### src/rtl/pkt_serializer.sv
module pkt_serializer #(
  parameter int HDR_W   = 3,
  parameter int DATA_W  = 7,
  parameter int ADDR_W  = 10,
  parameter int SHORT_W = 5,
  parameter logic [HDR_W+DATA_W+ADDR_W-1:0] SYNC_WORD = 20'hE2B4D
) (
  input  logic                             clk,
  input  logic                             rst_n,
  input  logic [2:0]                       mode_i,
  input  logic                             load_a_i,
  input  logic                             load_b_i,
  input  logic [HDR_W+DATA_W+ADDR_W-1:0]   bank_a_i,
  input  logic [HDR_W+DATA_W+ADDR_W-1:0]   bank_b_i,
  input  logic                             end_of_data_i,
  input  logic                             gate_i,
  output logic                             ser_o,
  output logic                             pkt_start_o,
  output logic                             done_o
);

  localparam int PKT_W = HDR_W + DATA_W + ADDR_W;
  localparam int PTR_W = 2 * PKT_W;
  localparam int PW    = $clog2(PTR_W);

  localparam logic [2:0] MODE_SYNC  = 3'b000;
  localparam logic [2:0] MODE_FULL  = 3'b001;
  localparam logic [2:0] MODE_NOHDR = 3'b010;
  localparam logic [2:0] MODE_DATA  = 3'b011;
  localparam logic [2:0] MODE_SHORT = 3'b100;
  localparam logic [2:0] MODE_ADDR  = 3'b101;

  typedef enum logic [1:0] {PH_SOF, PH_RUN, PH_IDLE} phase_t;

  function automatic logic [PW-1:0] first_k(input logic [2:0] m);
    case (m)
      MODE_NOHDR, MODE_DATA, MODE_SHORT: first_k = PW'(HDR_W);
      MODE_ADDR:                         first_k = PW'(HDR_W + DATA_W);
      default:                           first_k = '0;
    endcase
  endfunction

  function automatic logic [PW-1:0] last_k(input logic [2:0] m);
    case (m)
      MODE_DATA:  last_k = PW'(HDR_W + DATA_W - 1);
      MODE_SHORT: last_k = PW'(HDR_W + SHORT_W - 1);
      default:    last_k = PW'(PKT_W - 1);
    endcase
  endfunction

  logic [PKT_W-1:0] bank_a, bank_b, src_a, src_b;
  logic [PTR_W-1:0] ptr, nxt_ptr, vec;
  logic [2:0]       shadow, nxt_mode, eff, nxt_eff;
  phase_t           phase, nxt_phase;
  logic             in_b, boundary;
  logic [PW-1:0]    base, nxt_base, first_pos, last_pos, nxt_pos;

  always_ff @(posedge clk) begin
    if (load_a_i) bank_a <= bank_a_i;
    if (load_b_i) bank_b <= bank_b_i;
  end

  assign in_b      = |ptr[PTR_W-1:PKT_W];
  assign eff       = (phase == PH_RUN) ? shadow : MODE_SYNC;
  assign base      = in_b ? PW'(PKT_W) : '0;
  assign nxt_base  = in_b ? '0 : PW'(PKT_W);
  assign first_pos = base + first_k(eff);
  assign last_pos  = base + last_k(eff);
  assign boundary  = ptr[last_pos];

  always_comb begin
    nxt_phase = phase;
    nxt_mode  = shadow;
    if (phase != PH_SOF || in_b) begin
      nxt_phase = end_of_data_i ? PH_IDLE : PH_RUN;
      nxt_mode  = mode_i;
    end
  end

  assign nxt_eff = (nxt_phase == PH_RUN) ? nxt_mode : MODE_SYNC;
  assign nxt_pos = nxt_base + first_k(nxt_eff);
  assign nxt_ptr = boundary ? (PTR_W'(1) << nxt_pos) : {ptr[PTR_W-2:0], 1'b0};

  always_ff @(posedge clk) begin
    if (!rst_n) begin
      ptr         <= PTR_W'(1);
      phase       <= PH_SOF;
      shadow      <= MODE_FULL;
      pkt_start_o <= 1'b1;
    end else begin
      ptr         <= nxt_ptr;
      pkt_start_o <= boundary;
      if (boundary) begin
        phase  <= nxt_phase;
        shadow <= nxt_mode;
      end
    end
  end

  assign src_a = (eff == MODE_SYNC) ? SYNC_WORD : bank_a;
  assign src_b = (eff == MODE_SYNC) ? SYNC_WORD : bank_b;

  for (genvar k = 0; k < PKT_W; k++) begin : g_map
    assign vec[k]         = src_a[PKT_W-1-k];
    assign vec[PKT_W + k] = src_b[PKT_W-1-k];
  end

  assign done_o = (phase == PH_IDLE);
  assign ser_o  = !(done_o && gate_i) && |(ptr & vec);

  AST_PTR_ONEHOT: assert property (@(posedge clk) disable iff (!rst_n)
    $onehot(ptr));

  AST_MODE_HELD: assert property (@(posedge clk) disable iff (!rst_n)
    !boundary |=> $stable(shadow) && $stable(phase));

  AST_START_FIRST: assert property (@(posedge clk) disable iff (!rst_n)
    pkt_start_o |-> ptr[first_pos]);

  AST_DONE_AT_START: assert property (@(posedge clk) disable iff (!rst_n)
    $rose(done_o) |-> pkt_start_o);

  AST_GATE_QUIET: assert property (@(posedge clk) disable iff (!rst_n)
    done_o && gate_i |-> !ser_o);

endmodule

### config.mk
export PLATFORM = sky130hd
export DESIGN_NAME = pkt_serializer
export DESIGN_NICKNAME = d
export VERILOG_FILES = /design/src/rtl/pkt_serializer.sv
export SDC_FILE = /design/constraint.sdc
export NUM_CORES = 1
export LEC_CHECK = 0
export ABC_AREA = 1
export BUFFER_PORTS_ARGS = -buffer_cell sky130_fd_sc_hd__buf_2
export CAP_MARGIN = 10
export CORE_UTILIZATION = 45
export CTS_CLUSTER_DIAMETER = 100
export CTS_CLUSTER_SIZE = 40
export DETAILED_ROUTE_END_ITERATION = 8
export PLACE_DENSITY = 0.7
export SETUP_SLACK_MARGIN = 0.02
export SLEW_MARGIN = 0
export SYNTH_ARGS = -nofsm -noshare
export SYNTH_HDL_FRONTEND = slang
export SYNTH_SLANG_ARGS = --single-unit
### constraint.sdc
create_clock -name clk -period 2.1 [get_ports clk]
set_input_delay 0.315 -clock clk [delete_from_list [all_inputs] [get_ports clk]]
set_output_delay 0.315 -clock clk [all_outputs]
set_load 0.02 [all_outputs]
==> results of run 1 <==
power breakdown:
group | total (uW) | internal, uW | switching, uW
sequential | 1850 | 1820 | 21.5
combinational | 171 | 79.2 | 91.9
clock | 1380 | 820 | 558
total | 3390 | 2720 | 671
synthesized netlist by cell type (all sizes together):
cell type,n,area share
ha,3,0.010
a22o,8,0.019
clkbuf,5,0.0051
buf,7,0.023
o41ai,1,0.0024
nor4,1,0.0017
a31oi,1,0.0017
or2,1,0.0017
dfxtp,46,0.25
o21ai,32,0.043
nand4,13,0.022
xor2,1,0.0024
nor2,71,0.13
a21oi,3,0.0040
o211ai,1,0.0020
a21boi,1,0.0020
nor3,1,0.0013
nand2,51,0.060
nand3,31,0.045
inv,52,0.053
edfxtp,40,0.32
cell families after synthesis:
kind of cell               synth area share
AOI/OAI and AO/OA                   0.07413
xor gates and xnor gates           0.002359
adders and majority gates           0.01011
buffers and inverters               0.08019
DFF                                  0.5714
and+or+nand+nor                      0.2618
worst paths after layout:
check | start | to | slack (ps) | cells after the start
max | ptr[25]$_SDFF_PN0_ | ptr[19]$_SDFF_PN0_ | -440 | 17
min | bank_a_i[6] | bank_a[6]$_DFFE_PP_ | 130 | 1
max reg2reg | ptr[25]$_SDFF_PN0_ | ptr[19]$_SDFF_PN0_ | -440 | 17
min reg2reg | ptr[18]$_SDFF_PN0_ | ptr[19]$_SDFF_PN0_ | 480 | 2
cell type report:
| cell class | count | area share |
|---|---|---|
| Clock buffer | 12 | 0.02779 |
| Multi-Input combinational cell | 220 | 0.2988 |
| Sequential cell | 86 | 0.4090 |
| Clock inverter | 4 | 0.01797 |
| Tap cell | 102 | 0.02444 |
| Timing Repair Buffer | 126 | 0.1842 |
| Inverter | 52 | 0.03785 |
registers in the layout, indices dropped and copies added, names as in the netlist:
register / cells
bank_a: 20
bank_b: 20
shadow: 3
pkt_start_o: 1
phase: 2
ptr: 40
repair_timing:
| item | CTS | global route |
|---|---|---|
| gates resized for setup | 52 | 41 |
| setup buffers | 25 | 7 |
| pin swaps | 32 | 28 |
| setup endpoints to repair | 47 | 47 |
| cloned | 3 | 0 |
metal layers:
layer / global-route usage / vias to the layer above
met2: 0.4148 / 127
met4: 0.1513 / 0
met5: 0 / -
li1: - / 1474
met1: 0.2562 / 1426
met3: 0.05337 / 45
through the flow:
stage          TNS [ps]  cell area, um2    util  worst slack, ps  hold slack (ps)
3_5_place_dp     -15510            4423  0.5636           -366.1            467.7
4_1_cts          -10900            5154  0.6567           -302.3            124.0
5_1_grt          -22360            5223  0.6655           -529.5            116.1
2_1_floorplan     -3028            3730       -           -92.53            413.9
3_3_place_gp     -10730            4423  0.5636           -255.9            462.2
6_report         -17590            5223  0.6655           -436.1            133.3
==> flow_summary.yaml, run 1 <==
run_status:
  status: "finished with violations"
  violations: "negative setup slack"
synthesis:
  synth_area_um2: 3714
  yosysSeqAreaShare: 0.5714
  yosys_warnings: 0
  synth_cells: 370
  synth_cell_types: 33
  ys_ff_latch: 86
  syn_avg_cell_area_um2: 10.04
  syn-num-nets: 422
finish:
  final_common_cell: "buf_4"
  layout.cells.non_filler: 602
  num-nets-final: 547
  antenna_cells: 0
  multi_input_area_um2: 1560
  syn_to_final_growth_pct: 40.63
  drive_above_1_share: 0.4740
  layout_common_cells: "59 x buf_4, 51 x buf_2, 48 x inv_1"
  fillCellCount: 589
  seqCellArea_um2: 2136
clocking:
  h-tree-depth: 3
  cts_sinks: 86
  cts_inserted_buffers: 9
  clk_pin_slew_ps: 90
  cts_tree: "yes"
  cts-root-buf: "clkbuf_8"
  cts.path.max_buffers: 2
  worstSkewPairLatency_ps: 360
  cts_hold_buffers: 0
routing:
  wl_per_cell_um: 16.50
  met3WireLength_um: 610
  wl_um: 9932
  drtIter0Drc: 242
  drtAntennaViolNets: 0
  met1_length_um: 3786
  drc: 0
  vias_per_cell: 5.103
  top_layer: "met4"
  dr_wl_met2_um: 5080
  dr.pass1.iters: 4
  via_count: 3072
global_route:
  first_global_vias: 3144
  overflow: 0
  grt_util_all_layers: 0.2368
  antenna_found_initial: 0
  grt_max_degree: 24
  grt_pass1_wl_um: 15080
power_and_ir_drop:
  p_total_uw: 3395
  power.density_nw_per_um2: 650.1
  p_leak_uw: 0.002171
  ir_drop_mv: 0.5481
timing:
  finClkSkew_ps: 10.94
  worst_pin_slew_ps: 552.7
  post-route-period-util: 1.208
  finalWorstSetupSlack_ps: -436.1
  max_freq_mhz: 394.3
  rsz0062_at_grt: "true"
  min_period_ps: 2536
  hold_violations: 0
  setup_violations: 47
  relSlewSlack: 0.6316
  slew_violations: 0
die:
  rows: 32
  die-area_um2: 8619
  die_height_um: 92.84
  initial_core_util: 0.4732
  core_area_um2: 7848
  fp.dieW_um: 92.84
  io_pins: 52
setup_path:
  critPathMaxStageDelay_ps: 340
  critPathKind: "reg2reg"
  cp_data_arrival_time_ps: 2830
  cp_common_cell: "nor2_4"
  cp.required_ps: 2400
  crit_family: "simple AND/OR/NAND/NOR gates"
  worstPathMaxFanout: 5
  crit_buf_inv: 2
  cp-end-kind: "flop"
  critical-path-slowest-cell: "dfxtp_2"
  crit_chain: "nor2_4 > nand3_4 > nor2_4 > nand2_4 > ha_4 > ha_4 > xor2_4 > nor2_2 > nand3_1 > nand2_1 > nor2_2 > nand2_2 > nand2_4 > nand2_8 > buf_12 > buf_16 > nor2_4"
  startpoint_type: "flop"
job:
  maxCapViolCount: 0
min_path:
  min_path_type: "in2reg"
placement:
  port-buffer-count: 51
  gp_congestion: 0.8949
  placed_cells: 560
  place_hpwl_um: 6097
Note: power is estimated with default switching activity, not from simulation.
==> run 2, diff against run 1 <==
--- a/config.mk
+++ b/config.mk
@@ -8,2 +8,3 @@
 export ABC_AREA = 1
+export ABC_CLOCK_PERIOD_IN_PS = 2100
 export BUFFER_PORTS_ARGS = -buffer_cell sky130_fd_sc_hd__buf_2
@@ -11,2 +12,3 @@
 export CORE_UTILIZATION = 45
+export CTS_BUF_LIST = sky130_fd_sc_hd__clkbuf_8
 export CTS_CLUSTER_DIAMETER = 100
--- a/constraint.sdc
+++ b/constraint.sdc
@@ -3,2 +3,2 @@
 set_output_delay 0.315 -clock clk [all_outputs]
-set_load 0.02 [all_outputs]
+set_load 0.005 [all_outputs]
==> flow_summary.yaml, run 2 (synthesis results as in run 1) <==
clocking:
  clk_pin_slew_ps: 80
  cts_sinks: 86
  cts.path.max_buffers: 2
  worstSkewPairLatency_ps: 350
  cts-root-buf: "clkbuf_8"
  cts_tree: "yes"
  h-tree-depth: 3
  cts_inserted_buffers: 9
finish:
  antenna_cells: 0
  reg.largest.list: "ptr x40, bank_a x20, bank_b x20"
  num-nets-final: 546
  syn_to_final_growth_pct: 39.12
  drive_above_1_share: 0.4629
  final_area_um2: 5166
  layout_common_cells: "61 x buf_4, 51 x buf_2, 48 x inv_1"
  largest_reg_flops: 40
  final_common_cell: "buf_4"
  largest_register: "ptr"
  fillCellCount: 596
setup_path:
  cp-end-kind: "flop"
  reg2reg_from: "ptr[27]$_SDFF_PN0_"
  critical-path-slowest-cell: "dfxtp_2"
  cp.depth: 17
  r2r_slack_ps: -410
  cp_data_arrival_time_ps: 2800
  crit_family: "simple AND/OR/NAND/NOR gates"
  r2r-end: "ptr[22]$_SDFF_PN0_"
  critPathKind: "reg2reg"
  endpoint: "ptr[22]$_SDFF_PN0_"
  crit_buf_inv: 2
  startpoint_type: "flop"
  cp-startpoint: "ptr[27]$_SDFF_PN0_"
  critPathMaxStageDelay_ps: 340
  crit_chain: "nor2_2 > nand3_2 > nor2_4 > nand2_4 > ha_4 > ha_4 > xor2_4 > nor2_2 > nand3_1 > nand2_1 > nor2_2 > nand2_2 > nand2_4 > nand2_8 > buf_4 > buf_12 > nor2_4"
  cp.required_ps: 2390
  cp_common_cell: "nor2_2"
  r2r_cells: 17
  worstPathMaxFanout: 6
global_route:
  grt_util_all_layers: 0.2323
  antenna_found_initial: 0
  first_global_vias: 3032
  overflow: 0
  grt_max_degree: 22
  grt_pass1_wl_um: 14780
power_and_ir_drop:
  p_switching_uw: 650.8
  p_int_uw: 2709
  p_clk_frac: 0.403
  sw_frac_of_total: 0.1937
  ir_drop_mv: 0.5332
  p_leak_uw: 0.002160
  power.share.sequential: 0.549
  power_frac_comb: 0.048
  power.density_nw_per_um2: 650.3
die:
  io_pins: 52
  rows: 32
  initial_core_util: 0.4732
  die_height_um: 92.84
  core_area_um2: 7848
  die-area_um2: 8619
  fp.dieW_um: 92.84
min_path:
  min_path_type: "in2reg"
  hp-start: "bank_a_i[6]"
timing:
  finClkSkew_ps: 8.709
  hold_violations: 0
  tns_ps: -15650
  slew_violations: 0
  worst_pin_slew_ps: 525.3
  finalWorstSetupSlack_ps: -409.0
  setup_violations: 47
  relSlewSlack: 0.6498
  min_period_ps: 2509
  max_freq_mhz: 398.6
  rsz0062_at_grt: "true"
  hold_ws_ps: 135.7
  post-route-period-util: 1.195
routing:
  via_count: 3015
  vias_per_cell: 5.017
  wl_per_cell_um: 15.88
  drc: 0
  dr.pass1.iters: 5
  drtIter0Drc: 241
  wl_um: 9543
  drtAntennaViolNets: 0
placement:
  port-buffer-count: 51
  place_hpwl_um: 6097
  gp_congestion: 0.8949
  placed_area_um2: 4423
run_status:
  violations: "negative setup slack"
  status: "finished with violations"
job:
  maxCapViolCount: 0
-- run 2: area by class of cell --
class                   count  area (um2)  area share
flip-flops and latches     86        2135      0.4132
multi-input cells         220        1525      0.2952
repair buffers            125       942.2      0.1824
inverters                  52       197.7     0.03827
clock buffers              10       137.6     0.02664
well taps                 102       127.6     0.02470
clock inverters             6       101.3     0.01962
-- run 2: how the worst min path moves through the flow --
stage	to	slack (ps)	cells past startpoint
final	bank_a[6]$_DFFE_PP_	140	1
after global routing	bank_a[8]$_DFFE_PP_	120	1
after CTS	bank_a[6]$_DFFE_PP_	120	1
after detailed placement	ptr[5]$_SDFF_PN0_	470	2
after global placement	ptr[7]$_SDFF_PN0_	460	2
after floorplan	bank_a[0]$_DFFE_PP_	410	0
-- run 2: layer usage --
layer | part of all wire | track usage | vias to the layer above
met3 | 0.071 | 0.04926 | 26
met2 | 0.52 | 0.4148 | 108
li1 | - | - | 1465
met5 | 0 | 0 | -
met4 | 0.035 | 0.1103 | 0
met1 | 0.38 | 0.2620 | 1416
-- run 2: what timing repair did --
action	4_1_cts	5_1_grt
cloned	4	0
setup buffers	25	5
pin swaps	31	22
gates resized for setup	54	31
setup endpoints to repair	47	47
hold buffers	0	0
-- run 2: power by group through the flow --
stage                     combinational (uW)  sequential, uW  clock, uW
final                                    161            1850       1350
after global routing                     173            1850       1440
after CTS                                180            1850       1370
after detailed placement                 132            1880          0
after global placement                   128            1880          0
after floorplan                         57.7            1880          0
-- run 2: through the flow --
stage / cells / utilization / setup WS, ps / power [uW]
3_3_place_gp: 560 / 0.5636 / -255.9 / 2010
6_report: 601 / 0.6583 / -409.0 / 3360
5_1_grt: 601 / 0.6583 / -511.5 / 3459
3_5_place_dp: 560 / 0.5636 / -366.1 / 2015
2_1_floorplan: 370 / - / -92.53 / 1933
4_1_cts: 603 / 0.6590 / -273.4 / 3393
